File: src/rtl/wdt_pkg.sv
package wdt_pkg;
  // register offsets
  localparam int OFF_COUNT = 0;
  localparam int OFF_INIT  = 1;
  localparam int OFF_STAT1 = 2;
  localparam int OFF_STAT2 = 3;
  localparam int OFF_CTRL  = 4;

  // bit positions software depends on
  localparam int HALT_BIT     = 11;
  localparam int IRQEN_BIT    = 0;
  localparam int NOREBOOT_BIT = 1;
  localparam int FIRST_BIT    = 3;
  localparam int SECOND_BIT   = 1;
  localparam int BOOT_BIT     = 2;

  typedef struct packed {
    logic halt;
    logic noreboot;
    logic irq_en;
  } ctrl_t;

  typedef struct packed {
    logic first;
    logic second;
    logic boot;
  } flag_vec_t;
endpackage

File: src/rtl/wdt_regs.sv
module wdt_regs
  import wdt_pkg::*;
#(
  parameter int CNT_W    = 10,
  parameter int DATA_W   = 16,
  parameter int ADDR_W   = 3,
  parameter int INIT_RST = 4,
  parameter int INIT_MIN = 4
) (
  input  logic                  clk,
  input  logic                  rst_n,
  input  logic                  bus_wr,
  input  logic [ADDR_W-1:0]     bus_addr,
  input  logic [DATA_W/8-1:0]   bus_be,
  input  logic [DATA_W-1:0]     bus_wdata,
  input  logic [CNT_W-1:0]      count_i,
  input  flag_vec_t             flags_i,
  output logic [CNT_W-1:0]      init_o,
  output ctrl_t                 ctrl_o,
  output logic                  reload_o,
  output flag_vec_t             clr_o,
  output logic [DATA_W-1:0]     rdata_o
);
  localparam int LANES = DATA_W / 8;

  logic [DATA_W-1:0] lane_mask;
  logic [CNT_W-1:0]  init_q, init_d, init_merge;
  logic              init_we;
  ctrl_t             ctrl_q, ctrl_d;
  logic              ctrl_we;
  logic              hit_count, hit_init, hit_stat1, hit_stat2, hit_ctrl;
  logic              unused_wdata;

  assign unused_wdata = ^bus_wdata;

  generate
    for (genvar l = 0; l < LANES; l++) begin : g_lane
      assign lane_mask[l*8 +: 8] = {8{bus_be[l]}};
    end
  endgenerate

  assign hit_count = bus_wr && (bus_addr == ADDR_W'(OFF_COUNT));
  assign hit_init  = bus_wr && (bus_addr == ADDR_W'(OFF_INIT));
  assign hit_stat1 = bus_wr && (bus_addr == ADDR_W'(OFF_STAT1));
  assign hit_stat2 = bus_wr && (bus_addr == ADDR_W'(OFF_STAT2));
  assign hit_ctrl  = bus_wr && (bus_addr == ADDR_W'(OFF_CTRL));

  // reload strobe: any enabled lane
  assign reload_o = hit_count && (|bus_be);

  // write-one-to-clear strobes, per enabled lane
  always_comb begin
    clr_o.first  = hit_stat1 && lane_mask[FIRST_BIT]  && bus_wdata[FIRST_BIT];
    clr_o.second = hit_stat2 && lane_mask[SECOND_BIT] && bus_wdata[SECOND_BIT];
    clr_o.boot   = hit_stat2 && lane_mask[BOOT_BIT]   && bus_wdata[BOOT_BIT];
  end

  // start value: lane merge, then floor check
  always_comb begin
    init_merge = (init_q & ~lane_mask[CNT_W-1:0]) |
                 (bus_wdata[CNT_W-1:0] & lane_mask[CNT_W-1:0]);
    init_we    = hit_init && (init_merge >= CNT_W'(INIT_MIN));
    init_d     = init_merge;
  end

  // control next state
  always_comb begin
    ctrl_we = hit_ctrl && (|bus_be);
    ctrl_d  = ctrl_q;
    if (lane_mask[HALT_BIT])     ctrl_d.halt     = bus_wdata[HALT_BIT];
    if (lane_mask[NOREBOOT_BIT]) ctrl_d.noreboot = bus_wdata[NOREBOOT_BIT];
    if (lane_mask[IRQEN_BIT])    ctrl_d.irq_en   = bus_wdata[IRQEN_BIT];
  end

  always_ff @(posedge clk or negedge rst_n) begin
    if (!rst_n) begin
      init_q <= CNT_W'(INIT_RST);
    end else if (init_we) begin
      init_q <= init_d;
    end
  end

  always_ff @(posedge clk or negedge rst_n) begin
    if (!rst_n) begin
      ctrl_q <= '{halt: 1'b1, noreboot: 1'b1, irq_en: 1'b0};
    end else if (ctrl_we) begin
      ctrl_q <= ctrl_d;
    end
  end

  // combinational read mux
  always_comb begin
    rdata_o = '0;
    unique case (bus_addr)
      ADDR_W'(OFF_COUNT): rdata_o[CNT_W-1:0] = count_i;
      ADDR_W'(OFF_INIT):  rdata_o[CNT_W-1:0] = init_q;
      ADDR_W'(OFF_STAT1): rdata_o[FIRST_BIT] = flags_i.first;
      ADDR_W'(OFF_STAT2): begin
        rdata_o[SECOND_BIT] = flags_i.second;
        rdata_o[BOOT_BIT]   = flags_i.boot;
      end
      ADDR_W'(OFF_CTRL): begin
        rdata_o[HALT_BIT]     = ctrl_q.halt;
        rdata_o[NOREBOOT_BIT] = ctrl_q.noreboot;
        rdata_o[IRQEN_BIT]    = ctrl_q.irq_en;
      end
      default: rdata_o = '0;
    endcase
  end

  assign init_o = init_q;
  assign ctrl_o = ctrl_q;

  // the stored start value never falls below the floor
  p_init_floor_r5: assert property (@(posedge clk) disable iff (!rst_n)
    init_q >= CNT_W'(INIT_MIN));

  // a write with the upper lane off leaves halt alone
  p_halt_lane_r10: assert property (@(posedge clk) disable iff (!rst_n)
    (hit_ctrl && !bus_be[HALT_BIT/8]) |=> (ctrl_q.halt == $past(ctrl_q.halt)));
endmodule

File: src/rtl/wdt_counter.sv
module wdt_counter #(
  parameter int CNT_W    = 10,
  parameter int INIT_RST = 4
) (
  input  logic             clk,
  input  logic             rst_n,
  input  logic             tick_i,
  input  logic             halt_i,
  input  logic             reload_i,
  input  logic [CNT_W-1:0] init_i,
  output logic [CNT_W-1:0] count_o,
  output logic             expire_o
);
  logic [CNT_W-1:0] count_q, count_d;
  logic             cnt_en, step, at_zero;

  assign step     = tick_i && !halt_i;
  assign at_zero  = (count_q == '0);
  assign expire_o = step && at_zero && !reload_i;
  assign cnt_en   = reload_i || step;

  always_comb begin
    if (reload_i)     count_d = init_i;
    else if (at_zero) count_d = init_i;
    else              count_d = count_q - 1'b1;
  end

  always_ff @(posedge clk or negedge rst_n) begin
    if (!rst_n) begin
      count_q <= CNT_W'(INIT_RST);
    end else if (cnt_en) begin
      count_q <= count_d;
    end
  end

  assign count_o = count_q;

  // reload restores the start value
  p_reload_r3: assert property (@(posedge clk) disable iff (!rst_n)
    reload_i |=> (count_q == $past(init_i)));

  // halted counter holds
  p_halt_hold_r4: assert property (@(posedge clk) disable iff (!rst_n)
    (halt_i && !reload_i) |=> $stable(count_q));

  // one step per tick
  p_step_r2: assert property (@(posedge clk) disable iff (!rst_n)
    (tick_i && !halt_i && !reload_i && count_q != '0) |=>
      (count_q == $past(count_q) - 1'b1));
endmodule

File: src/rtl/wdt_flags.sv
module wdt_flags
  import wdt_pkg::*;
(
  input  logic      clk,
  input  logic      rst_n,
  input  logic      expire_i,
  input  logic      noreboot_i,
  input  flag_vec_t clr_i,
  output flag_vec_t flags_o
);
  flag_vec_t flags_q, flags_d;
  logic      first_set, second_set;

  assign first_set  = expire_i && !flags_q.first;
  assign second_set = expire_i &&  flags_q.first;

  // set beats clear
  always_comb begin
    flags_d.first  = first_set  || (flags_q.first  && !clr_i.first);
    flags_d.second = second_set || (flags_q.second && !clr_i.second);
    flags_d.boot   = (second_set && noreboot_i) || (flags_q.boot && !clr_i.boot);
  end

  always_ff @(posedge clk or negedge rst_n) begin
    if (!rst_n) begin
      flags_q <= '0;
    end else begin
      flags_q <= flags_d;
    end
  end

  assign flags_o = flags_q;

  // a second timeout needs a standing first timeout
  p_second_after_first_r7: assert property (@(posedge clk) disable iff (!rst_n)
    $rose(flags_q.second) |-> $past(flags_q.first));

  // boot record only from a gated second timeout
  p_boot_gated_r8: assert property (@(posedge clk) disable iff (!rst_n)
    $rose(flags_q.boot) |-> $past(noreboot_i && expire_i));

  // a clear with no expiry leaves the first flag low
  p_clear_first_r9: assert property (@(posedge clk) disable iff (!rst_n)
    (clr_i.first && !expire_i) |=> !flags_q.first);
endmodule

File: src/rtl/wdt_two_stage.sv
module wdt_two_stage
  import wdt_pkg::*;
#(
  parameter int CNT_W    = 10,
  parameter int DATA_W   = 16,
  parameter int ADDR_W   = 3,
  parameter int INIT_RST = 4,
  parameter int INIT_MIN = 4
) (
  input  logic                clk,
  input  logic                rst_n,
  input  logic                tick_en,
  input  logic                bus_wr,
  input  logic [ADDR_W-1:0]   bus_addr,
  input  logic [DATA_W/8-1:0] bus_be,
  input  logic [DATA_W-1:0]   bus_wdata,
  output logic [DATA_W-1:0]   bus_rdata,
  output logic                irq_o,
  output logic                rst_req_o
);
  logic [CNT_W-1:0] count, init_val;
  ctrl_t            ctrl;
  flag_vec_t        flags, clr;
  logic             reload, expire;

  wdt_regs #(
    .CNT_W(CNT_W), .DATA_W(DATA_W), .ADDR_W(ADDR_W),
    .INIT_RST(INIT_RST), .INIT_MIN(INIT_MIN)
  ) u_regs (
    .clk(clk), .rst_n(rst_n), .bus_wr(bus_wr), .bus_addr(bus_addr),
    .bus_be(bus_be), .bus_wdata(bus_wdata), .count_i(count),
    .flags_i(flags), .init_o(init_val), .ctrl_o(ctrl),
    .reload_o(reload), .clr_o(clr), .rdata_o(bus_rdata)
  );

  wdt_counter #(.CNT_W(CNT_W), .INIT_RST(INIT_RST)) u_counter (
    .clk(clk), .rst_n(rst_n), .tick_i(tick_en), .halt_i(ctrl.halt),
    .reload_i(reload), .init_i(init_val), .count_o(count), .expire_o(expire)
  );

  wdt_flags u_flags (
    .clk(clk), .rst_n(rst_n), .expire_i(expire),
    .noreboot_i(ctrl.noreboot), .clr_i(clr), .flags_o(flags)
  );

  assign irq_o     = flags.first  && ctrl.irq_en;
  assign rst_req_o = flags.second && !ctrl.noreboot;

  // the first flag rises only on an expiry
  p_first_on_expiry_r6: assert property (@(posedge clk) disable iff (!rst_n)
    $rose(flags.first) |-> $past(expire));
endmodule

File: config.mk
export PLATFORM = sky130hd
export DESIGN_NAME = wdt_two_stage
export DESIGN_NICKNAME = d
export VERILOG_FILES = /design/src/rtl/wdt_pkg.sv /design/src/rtl/wdt_regs.sv /design/src/rtl/wdt_counter.sv /design/src/rtl/wdt_flags.sv /design/src/rtl/wdt_two_stage.sv
export SDC_FILE = /design/constraint.sdc
export NUM_CORES = 1
export LEC_CHECK = 0
export CAP_MARGIN = 20
export CORE_MARGIN = 3
export CORE_UTILIZATION = 51
export CTS_BUF_LIST = sky130_fd_sc_hd__clkbuf_4
export CTS_CLUSTER_DIAMETER = 200
export DETAILED_ROUTE_END_ITERATION = 7
export PLACE_DENSITY_LB_ADDON = 0.08
export SYNTH_ARGS = -nofsm -noshare
export SYNTH_HDL_FRONTEND = slang
export SYNTH_SLANG_ARGS = --single-unit
File: constraint.sdc
create_clock -name clk -period 2.1 [get_ports clk]
set_input_delay 0.315 -clock clk [delete_from_list [all_inputs] [get_ports clk]]
set_output_delay 0.315 -clock clk [all_outputs]
set_load 0.05 [all_outputs]
==> reports/results.ini, run 1 <==
[synthesis]
ys_warn_count=0
syn-cell-area_um2=1730
ys.flop_type=dfrtp_1
synth_edf_count=0
syn_inst=178
ys_async_sr_fraction_pct=100
synth-seq-area-share_pct=37.9
synth_seq_cells=26
synthDistinctLibCells=52
syn_area_per_cell_um2=9.72

[critical_path]
cp_data_arrival_time_ns=1.73
path_class=in2out
required_ns=1.78
cp-end-kind=primary output
cp_top_family=buffers and inverters
r2r-start=u_counter.count_o[7]
crit_slowest_cell=clkdlybuf4s50_1
crit_chain=clkdlybuf4s50_1 -> buf_12 -> mux2i_4 -> nor2_1 -> a31oi_1 -> o22ai_1 -> buf_12
path_max_fanout=17
worst_path_most_repeated_cell=buf_12
setup.worst_path.start_class=input pin
path_buf_inv=3
cp_slowest_stage_delay_ns=0.50
startpoint=bus_addr[0]

[clocking]
clock_latency_ns=0.33
numCtsBuffers=3
clk_pin_slew_ns=0.16
ctsResizeCount=0
tritoncts=built
cts_hold_buf=0
root_buffer=clkbuf_4
cts_setup_buffers=0
h-tree-depth=1
clock_path_buffers=2
cts.sinks=26

[place]
portBuffers=32
dp_hpwl_um=3520
dpl_worst_slack_ns=-0.145
gp_congestion=0.892

[floorplanning]
coreArea_um2=3150
pin_count=43
die_y_um=64.3
rows=20
dieArea_um2=4130
start_util_pct=54.9
die_w_um=64.3

[layout]
drive_above_1_share_pct=30.4
nets=251
fillerInstances=234
n_antenna_cell=0
area_growth_pct=38.9
utilization_pct=76.2

[route]
wl_per_cell_um=17.2
routed_wirelength_um=4610
first_pass_iters=6
vias=1575
drtIter0Drc=142
post-route-drc-count=0
viasPerCell=5.88
ant_nets=0

[global_routing]
met3_usage_pct=2.46
gr-usage-met1_pct=31.9
grt_use_met2_pct=40.6
top_usage_layer=met2
overflow=0
grt_max_degree=27
grt_pass1_wl_um=7710
grt_pass1_vias=1645
antenna_found_initial=0
grt_usage_pct=23.9

[flow_run]
drv_cap=0

[sta]
worst_pin_slew_ns=0.597
fmax_mhz=490
finalHoldViolCount=0
rsz0062_at_grt=true
setup_ws_ns=0.0574
fin_crit_ns=2.04
slew_violations=0
clock_skew_ns=0.0158
setup_viol=0
maxSlewHeadroom_pct=60.1
post-route-period-util_pct=97.3

[power]
p_leak_uw=0.00102
power_frac_seq_pct=41.3
swShare_pct=38.9
peakVddDrop_mv=0.603
power_switching_uw=864
power_density_nw_per_um2=924
power.share.clock_pct=15.8
combinationalPowerShare_pct=42.9
internal-power_uw=1360

[hold_path]
min_path_type=in2async

[run_status]
run_status=finished clean

[cell usage in the layout, fill, tap and decap left out, drive strengths merged, types with 3 or more instances in the layout]
| cell type | instances |
|---|---|
| dfrtp | 22 |
| mux2 | 13 |
| nor4 | 4 |
| nor2 | 26 |
| or3 | 3 |
| clkbuf | 3 |
| conb | 5 |
| clkdlybuf4s50 | 20 |
| buf | 29 |
| o22a | 3 |
| a31oi | 8 |
| dfstp | 4 |
| inv | 7 |
| nor2b | 3 |
| nor3 | 4 |
| a21oi | 7 |
| nand3 | 4 |
| mux2i | 15 |
| nand2 | 10 |
| or4 | 3 |
[logic make-up (layout without fill, tap and decap cells)]
| logic type | count (synthesis) | count (layout) | share of synthesized area, % |
|---|---|---|---|
| compound gates | 32 | 32 | 13.5 |
| xor+xnor | 2 | 2 | 1.01 |
| fa+ha+maj | 1 | 1 | 0.723 |
| buf+inv | 19 | 61 | 5.64 |
| flops | 26 | 26 | 37.9 |
| mux | 28 | 28 | 18.9 |
| other cells | 1 | 5 | 0.217 |
| simple gates | 69 | 69 | 22.1 |
[sequential cells by signal, indices dropped and copies added, names as in the netlist]
name,flops
u_counter.count_o,10
u_flags.flags_o,3
u_regs.ctrl_o,3
u_regs.init_o,10
[path summary, 6_finish.rpt]
kind,end,slack [ns],cells after the start
setup / recovery,bus_rdata[1],0.06,7
hold / removal,u_counter.count_o[4],0.34,2
setup reg to reg,u_counter.count_o[0],0.13,6
hold reg to reg,u_flags.flags_o[0],0.53,1
max in group asynchronous,u_regs.ctrl_o[1],1.44,2
min in group clk,u_flags.flags_o[0],0.53,1
[final cells by class]
type / instances / area (um2) / share of cell area [%]
clock buffer: 3 / 22.5 / 0.937
clock inverter: 1 / 30.0 / 1.25
inverter: 7 / 26.3 / 1.09
multi-input combinational: 137 / 1030 / 43.0
sequential: 26 / 656 / 27.3
tap: 44 / 55.1 / 2.29
timing repair buffer: 50 / 581 / 24.2
[metal layers]
layer	up-vias	part of all wire (%)
met3	4	5.4
li1	735	-
met1	779	43
met5	-	0
met4	0	0.87
met2	57	51
[stage by stage]
| step | cell area, um2 | instances | TNS (ns) | power [uW] | hold WS, ns |
|---|---|---|---|---|---|
| finish | 2400 | 268 | 0 | 2220 | 0.337 |
| global route | 2400 | 268 | -0.0199 | 2360 | 0.345 |
| floorplan | 1770 | 182 | 0 | 1480 | 0.0194 |
| global placement | 2330 | 264 | -1.10 | 1810 | 0.486 |
| detailed placement | 2330 | 264 | -1.42 | 1840 | 0.499 |
| CTS | 2380 | 268 | 0 | 2200 | 0.341 |
[cell usage after synthesis (3+ instances only)]
| master | number | area share (%) |
|---|---|---|
| a21oi_1 | 7 | 2.0 |
| a31oi_1 | 7 | 2.5 |
| buf_4 | 5 | 2.2 |
| clkbuf_1 | 5 | 1.1 |
| dfrtp_1 | 22 | 32 |
| dfstp_2 | 4 | 6.1 |
| inv_1 | 7 | 1.5 |
| mux2_2 | 3 | 2.0 |
| mux2_4 | 8 | 6.9 |
| mux2i_1 | 15 | 8.7 |
| nand2_1 | 9 | 2.0 |
| nand3_1 | 4 | 1.2 |
| nor2_1 | 24 | 5.2 |
| nor2b_1 | 3 | 1.1 |
| nor4_1 | 3 | 1.1 |
| o22a_1 | 3 | 1.5 |
| or3_1 | 3 | 1.1 |
| or4_1 | 3 | 1.3 |
[power by group through the flow]
stage                     combinational, uW  sequential [uW]  clock (uW)
after floorplan                         632              846           0
after global placement                  906              906           0
after detailed placement                932              910           0
after CTS                               941              900         356
after global routing                   1030              946         380
final                                   952              917         351
Power figures use the tool's default switching activity.
==> run 2, diff against run 1 <==
- PLACE_DENSITY_LB_ADDON: 0.08 -> 0.25
==> run 2 against run 1 <==
Effect of this change: register-to-register slack worse by 0.05 ns; hold slack gained 0.0095 ns; final area down 0.42%; clock power decreased by 33%; cell count did not move; sequential cell count stayed put; critical path type is now reg2reg; largest cell class unchanged; highest routed layer unchanged.
==> reports/results.ini, run 2 (synthesis results as in run 1) <==
[run_status]
run_status=finished clean

[layout]
utilization_pct=75.9  ; -0.32 points
nets=251  ; unchanged
final_common_cell=dfrtp_1
drive_above_1_share_pct=31.7  ; +1.3 points
n_antenna_cell=0  ; unchanged
final_cell_mix=22 x dfrtp_1, 18 x clkdlybuf4s50_1, 17 x nor2_1, 17 x buf_4, 14 x mux2i_1
layoutNonFillerInstCount=268  ; unchanged
area_growth_pct=38.3

[route]
first_pass_iters=4  ; -2
wl_per_cell_um=17.4  ; +1.2%
viasPerCell=5.87  ; about the same
routed_wirelength_um=4660  ; +1.2%
post-route-drc-count=0  ; unchanged
ant_nets=0  ; unchanged
vias=1574  ; -0.063%
drtIter0Drc=82  ; -42%

[clocking]
h-tree-depth=1  ; unchanged
clock_latency_ns=0.32  ; about the same
numCtsBuffers=3  ; unchanged
clock_path_buffers=2  ; unchanged
cts.sinks=26  ; unchanged
tritoncts=built
root_buffer=clkbuf_4
clk_pin_slew_ns=0.14  ; -0.02 ns

[floorplanning]
dieArea_um2=4130  ; unchanged
start_util_pct=54.9  ; unchanged
pin_count=43  ; unchanged
die_w_um=64.3  ; unchanged
coreArea_um2=3150  ; unchanged
die_y_um=64.3  ; unchanged
rows=20  ; unchanged

[power]
p_leak_uw=0.00102  ; +0.24%
peakVddDrop_mv=0.463  ; -23%
total_power_uw=2100  ; -5.5%
power_density_nw_per_um2=877  ; -5.1%

[sta]
worst_pin_slew_ns=0.626  ; +0.0284 ns
fmax_mhz=494  ; +0.99%
clock_skew_ns=0.00778  ; -0.00797 ns
setup_viol=0  ; unchanged
maxSlewHeadroom_pct=58.2  ; -1.9 points
post-route-period-util_pct=96.3  ; -0.96 points
rsz0062_at_grt=false
finalHoldViolCount=0  ; unchanged
slew_violations=0  ; unchanged
finalSetupTns_ns=0  ; unchanged
setup_ws_ns=0.0775  ; +0.0201 ns
fin_crit_ns=2.02  ; -0.0201 ns

[critical_path]
crit_slowest_cell=or4_1
cp_top_family=simple AND/OR/NAND/NOR gates
r2r_slack_ns=0.08  ; -0.05 ns
cp-end-kind=register
crit_chain=or4_1 -> nor2_2 -> a31oi_2 -> o32a_1
cp_slowest_stage_delay_ns=0.67  ; +0.17 ns
path_buf_inv=0  ; -3
required_ns=2.32  ; +0.54 ns
setup.worst_path.start_class=register
path_class=reg2reg
path_max_fanout=8  ; -9
cp_data_arrival_time_ns=2.25  ; +0.52 ns

[global_routing]
grt_pass1_vias=1601  ; -2.7%
grt_max_degree=27  ; unchanged
grt_usage_pct=24.4  ; +0.56 points
grt_pass1_wl_um=7850  ; +1.7%
overflow=0  ; unchanged
antenna_found_initial=0  ; unchanged

[flow_run]
drv_cap=0  ; unchanged

[place]
gp_congestion=0.945  ; +5.9%
dp_hpwl_um=3650  ; +3.6%
dpl_worst_slack_ns=-0.199  ; -0.0546 ns
portBuffers=32  ; unchanged
dpl.cell_count=261  ; -1.1%

[hold_path]
min_path_type=in2async

-- run 2: worst paths after layout --
| path | from | end | cells past startpoint |
|---|---|---|---|
| setup / recovery | u_counter.count_o[7] | u_counter.count_o[9] | 4 |
| hold / removal | rst_n | u_regs.init_o[6] | 2 |
| setup reg to reg | u_counter.count_o[7] | u_counter.count_o[9] | 4 |
| hold reg to reg | u_flags.flags_o[0] | u_flags.flags_o[0] | 1 |
| max in group asynchronous | rst_n | u_regs.ctrl_o[1] | 2 |
| min in group clk | bus_addr[0] | u_flags.flags_o[0] | 4 |
-- run 2: timing repair --
item | in CTS | in global routing
buffers inserted | 0 | 3
resized for setup | 1 | 8
pin swaps | 0 | 0
hold buffers | 0 | 0
setup endpoints to repair | 1 | 6
-- run 2: power by group --
group | total, uW | internal (uW) | switching, uW
Clock | 234 | 87.2 | 147
Combinational | 936 | 466 | 470
Sequential | 928 | 684 | 244
-- run 2: final cells by class --
type / instances / area [um2]
repair buffers: 50 / 582
inverters: 7 / 26.3
fillers: 233 / 759
multi-input cells: 137 / 1040
well taps: 44 / 55.1
flip-flops and latches: 26 / 656
clock buffers: 4 / 30.0
-- run 2: metrics by stage --
stage	area, um2	hold WS, ns
after floorplan	1770	0.0194
after global placement	2310	0.487
after detailed placement	2310	0.502
after CTS	2340	0.357
after global routing	2390	0.355
final	2390	0.347
-- run 2: routing by layer --
metal  global-route usage (%)  wire length [um]  part of all wire [%]  up-vias
li1                         -                 -                     -      733
met1                     31.4              1940                    42      759
met2                     42.0              2350                    50       70
met3                     3.87               281                   6.0       12
met4                     7.39                82                   1.8        0
met5                        0                 0                     0        -
-- run 2: worst reg2reg max path, delay by kind of cell (launching register included) --
family / cells / cell delay, ns
flip-flops: 1 / 0.45
AND/OR/NAND/NOR: 2 / 0.88
AO/OA/AOI/OAI: 2 / 0.59
==> run 3, diff against run 2 <==
- CORE_MARGIN: 3 -> 2
- CTS_CLUSTER_DIAMETER: 200 -> 80
==> run 3 against run 2 <==
Effect of this change: maximum frequency increased by 0.36%; non-clock buffer count did not move; register-to-register slack improved by 0.06 ns; final area fell by 0.68%; via count fell by 2.5%; critical path type is now in2out; setup slack better by 0.0072 ns; clock skew down 0.0014 ns.
==> reports/results.ini, run 3 (synthesis results as in run 1) <==
[run_status]
run_status=finished clean

[route]
vias=1534  ; -2.5%
first_pass_iters=4  ; unchanged
drtIter0Drc=44  ; -46%
ant_nets=0  ; unchanged
viasPerCell=5.68  ; -3.3%
routed_wirelength_um=4470  ; -4.2%
post-route-drc-count=0  ; unchanged
wl_per_cell_um=16.6  ; -4.9%

[power]
power_frac_seq_pct=41.7  ; -2.5 points
power_density_nw_per_um2=924  ; +5.3%
total_power_uw=2200  ; +4.6%
internal-power_uw=1350  ; +8.7%
combinationalPowerShare_pct=42.3  ; -2.3 points
power.share.clock_pct=16.0  ; +4.9 points
swShare_pct=38.7  ; -2.3 points
power_switching_uw=850  ; -1.3%
p_leak_uw=0.00102  ; -0.59%
peakVddDrop_mv=0.567  ; +22%

[layout]
area_growth_pct=37.4
utilization_pct=72.4  ; -3.5 points
final_common_cell=dfrtp_1
final_cell_mix=22 x dfrtp_1, 20 x clkdlybuf4s50_1, 18 x buf_4
drive_above_1_share_pct=29.9  ; -1.8 points
n_antenna_cell=0  ; unchanged
nets=251  ; unchanged
fillerInstances=243  ; +4.3%
final_cell_area_um2=2380  ; -0.68%

[floorplanning]
coreArea_um2=3280  ; +4.2%
rows=21  ; +5.0%
pin_count=43  ; unchanged
start_util_pct=52.7  ; -2.2 points
die_w_um=62.3  ; -3.1%
die_y_um=62.3  ; -3.1%
dieArea_um2=3880  ; -6.1%

[sta]
maxSlewHeadroom_pct=61.5  ; +3.3 points
clock_skew_ns=0.00637  ; -0.00141 ns
finalHoldViolCount=0  ; unchanged
worst_pin_slew_ns=0.576  ; -0.0495 ns
fmax_mhz=496  ; +0.36%
rsz0062_at_grt=false
fin_crit_ns=2.02  ; -0.00716 ns
setup_viol=0  ; unchanged
slew_violations=0  ; unchanged
post-route-period-util_pct=96.0  ; -0.34 points

[critical_path]
cp_data_arrival_time_ns=1.70  ; -0.55 ns
r2r_slack_ns=0.14  ; +0.06 ns
r2r-start=u_counter.count_o[7]
path_max_fanout=8  ; unchanged
setup.worst_path.start_class=input pin
required_ns=1.78  ; -0.54 ns
timing.rr.end=u_counter.count_o[0]
cp-end-kind=primary output
path_class=in2out
r2r_cells=6  ; +2

[clocking]
clk_pin_slew_ns=0.15  ; about the same
clock_path_buffers=2  ; unchanged
clock_latency_ns=0.33  ; about the same
h-tree-depth=1  ; unchanged
numCtsBuffers=3  ; unchanged
cts_hold_buf=0  ; unchanged
cts.sinks=26  ; unchanged
tritoncts=built
root_buffer=clkbuf_4

[place]
gp_congestion=0.953  ; +0.81%
dp_hpwl_um=3540  ; -3.1%
portBuffers=32  ; unchanged
placed_cell_area_um2=2320  ; +0.54%

[flow_run]
drv_cap=0  ; unchanged

[global_routing]
grt_max_degree=27  ; unchanged
grt_pass1_vias=1571  ; -1.9%
grt_pass1_wl_um=7510  ; -4.2%
antenna_found_initial=0  ; unchanged
overflow=0  ; unchanged
grt_usage_pct=24.2  ; -0.24 points

[hold_path]
min_path_type=in2async

[run 3: cell count changes in the layout (fill, tap and decap cells not counted), sizes merged]
cell / previous run / this run
bufinv: 0 / 1
dlymetal6s2s: 2 / 1
clkdlybuf4s50: 18 / 20
dlygate4sd2: 1 / 0
clkbuf: 4 / 3
[run 3: through the flow]
stage | TNS, ns | instances | setup slack [ns] | hold WS (ns)
3_5_place_dp | -2.60 | 266 | -0.264 | 0.516
5_1_grt | 0 | 270 | 0.0101 | 0.341
6_report | 0 | 270 | 0.0846 | 0.329
2_1_floorplan | 0 | 182 | 0.148 | 0.0194
3_3_place_gp | -1.78 | 266 | -0.186 | 0.500
4_1_cts | 0 | 270 | 0.0452 | 0.335
[run 3: layout make-up]
cell class	count	area [um2]	area share, %
Multi-Input combinational cell	137	1020	42.8
Tap cell	46	57.6	2.42
Clock inverter	1	30.0	1.26
Inverter	7	26.3	1.11
Timing Repair Buffer	50	568	23.9
Clock buffer	3	22.5	0.947
Sequential cell	26	656	27.6
[run 3: critical path, cell delays in order]
cell and delay (ns):
clkdlybuf4s50_1 0.39, buf_4 0.17, buf_4 0.16, inv_1 0.12, a31oi_1 0.10, o22ai_1 0.26
buf_12 0.18
[run 3: worst max-delay path by stage]
stage / from / to
global placement: bus_be[0] / u_regs.init_o[0]
detailed placement: bus_be[0] / u_regs.init_o[0]
global route: u_counter.count_o[7] / u_counter.count_o[3]
CTS: u_flags.flags_o[2] / irq_o
floorplan: bus_addr[0] / bus_rdata[1]
finish: bus_addr[0] / bus_rdata[1]
[run 3: repair_timing]
action                                  in CTS  in global routing
gates resized for setup                      0                  2
endpoints found under the setup margin       0                  2
setup buffers                                0                  0
[run 3: power by group through the flow]
stage	clock [uW]	sequential [uW]	combinational (uW)
after floorplan	0	846	632
after global placement	0	911	893
after detailed placement	0	925	922
after CTS	355	912	929
after global routing	376	945	1000
final	351	916	929
[run 3: per-layer routing]
| layer | up-vias | track usage (%) | share of wire [%] |
|---|---|---|---|
| met5 | - | 0 | 0 |
| li1 | 736 | - | - |
| met2 | 50 | 41.7 | 50 |
| met3 | 21 | 3.62 | 4.2 |
| met1 | 727 | 30.9 | 42 |
| met4 | 0 | 8.89 | 3.4 |
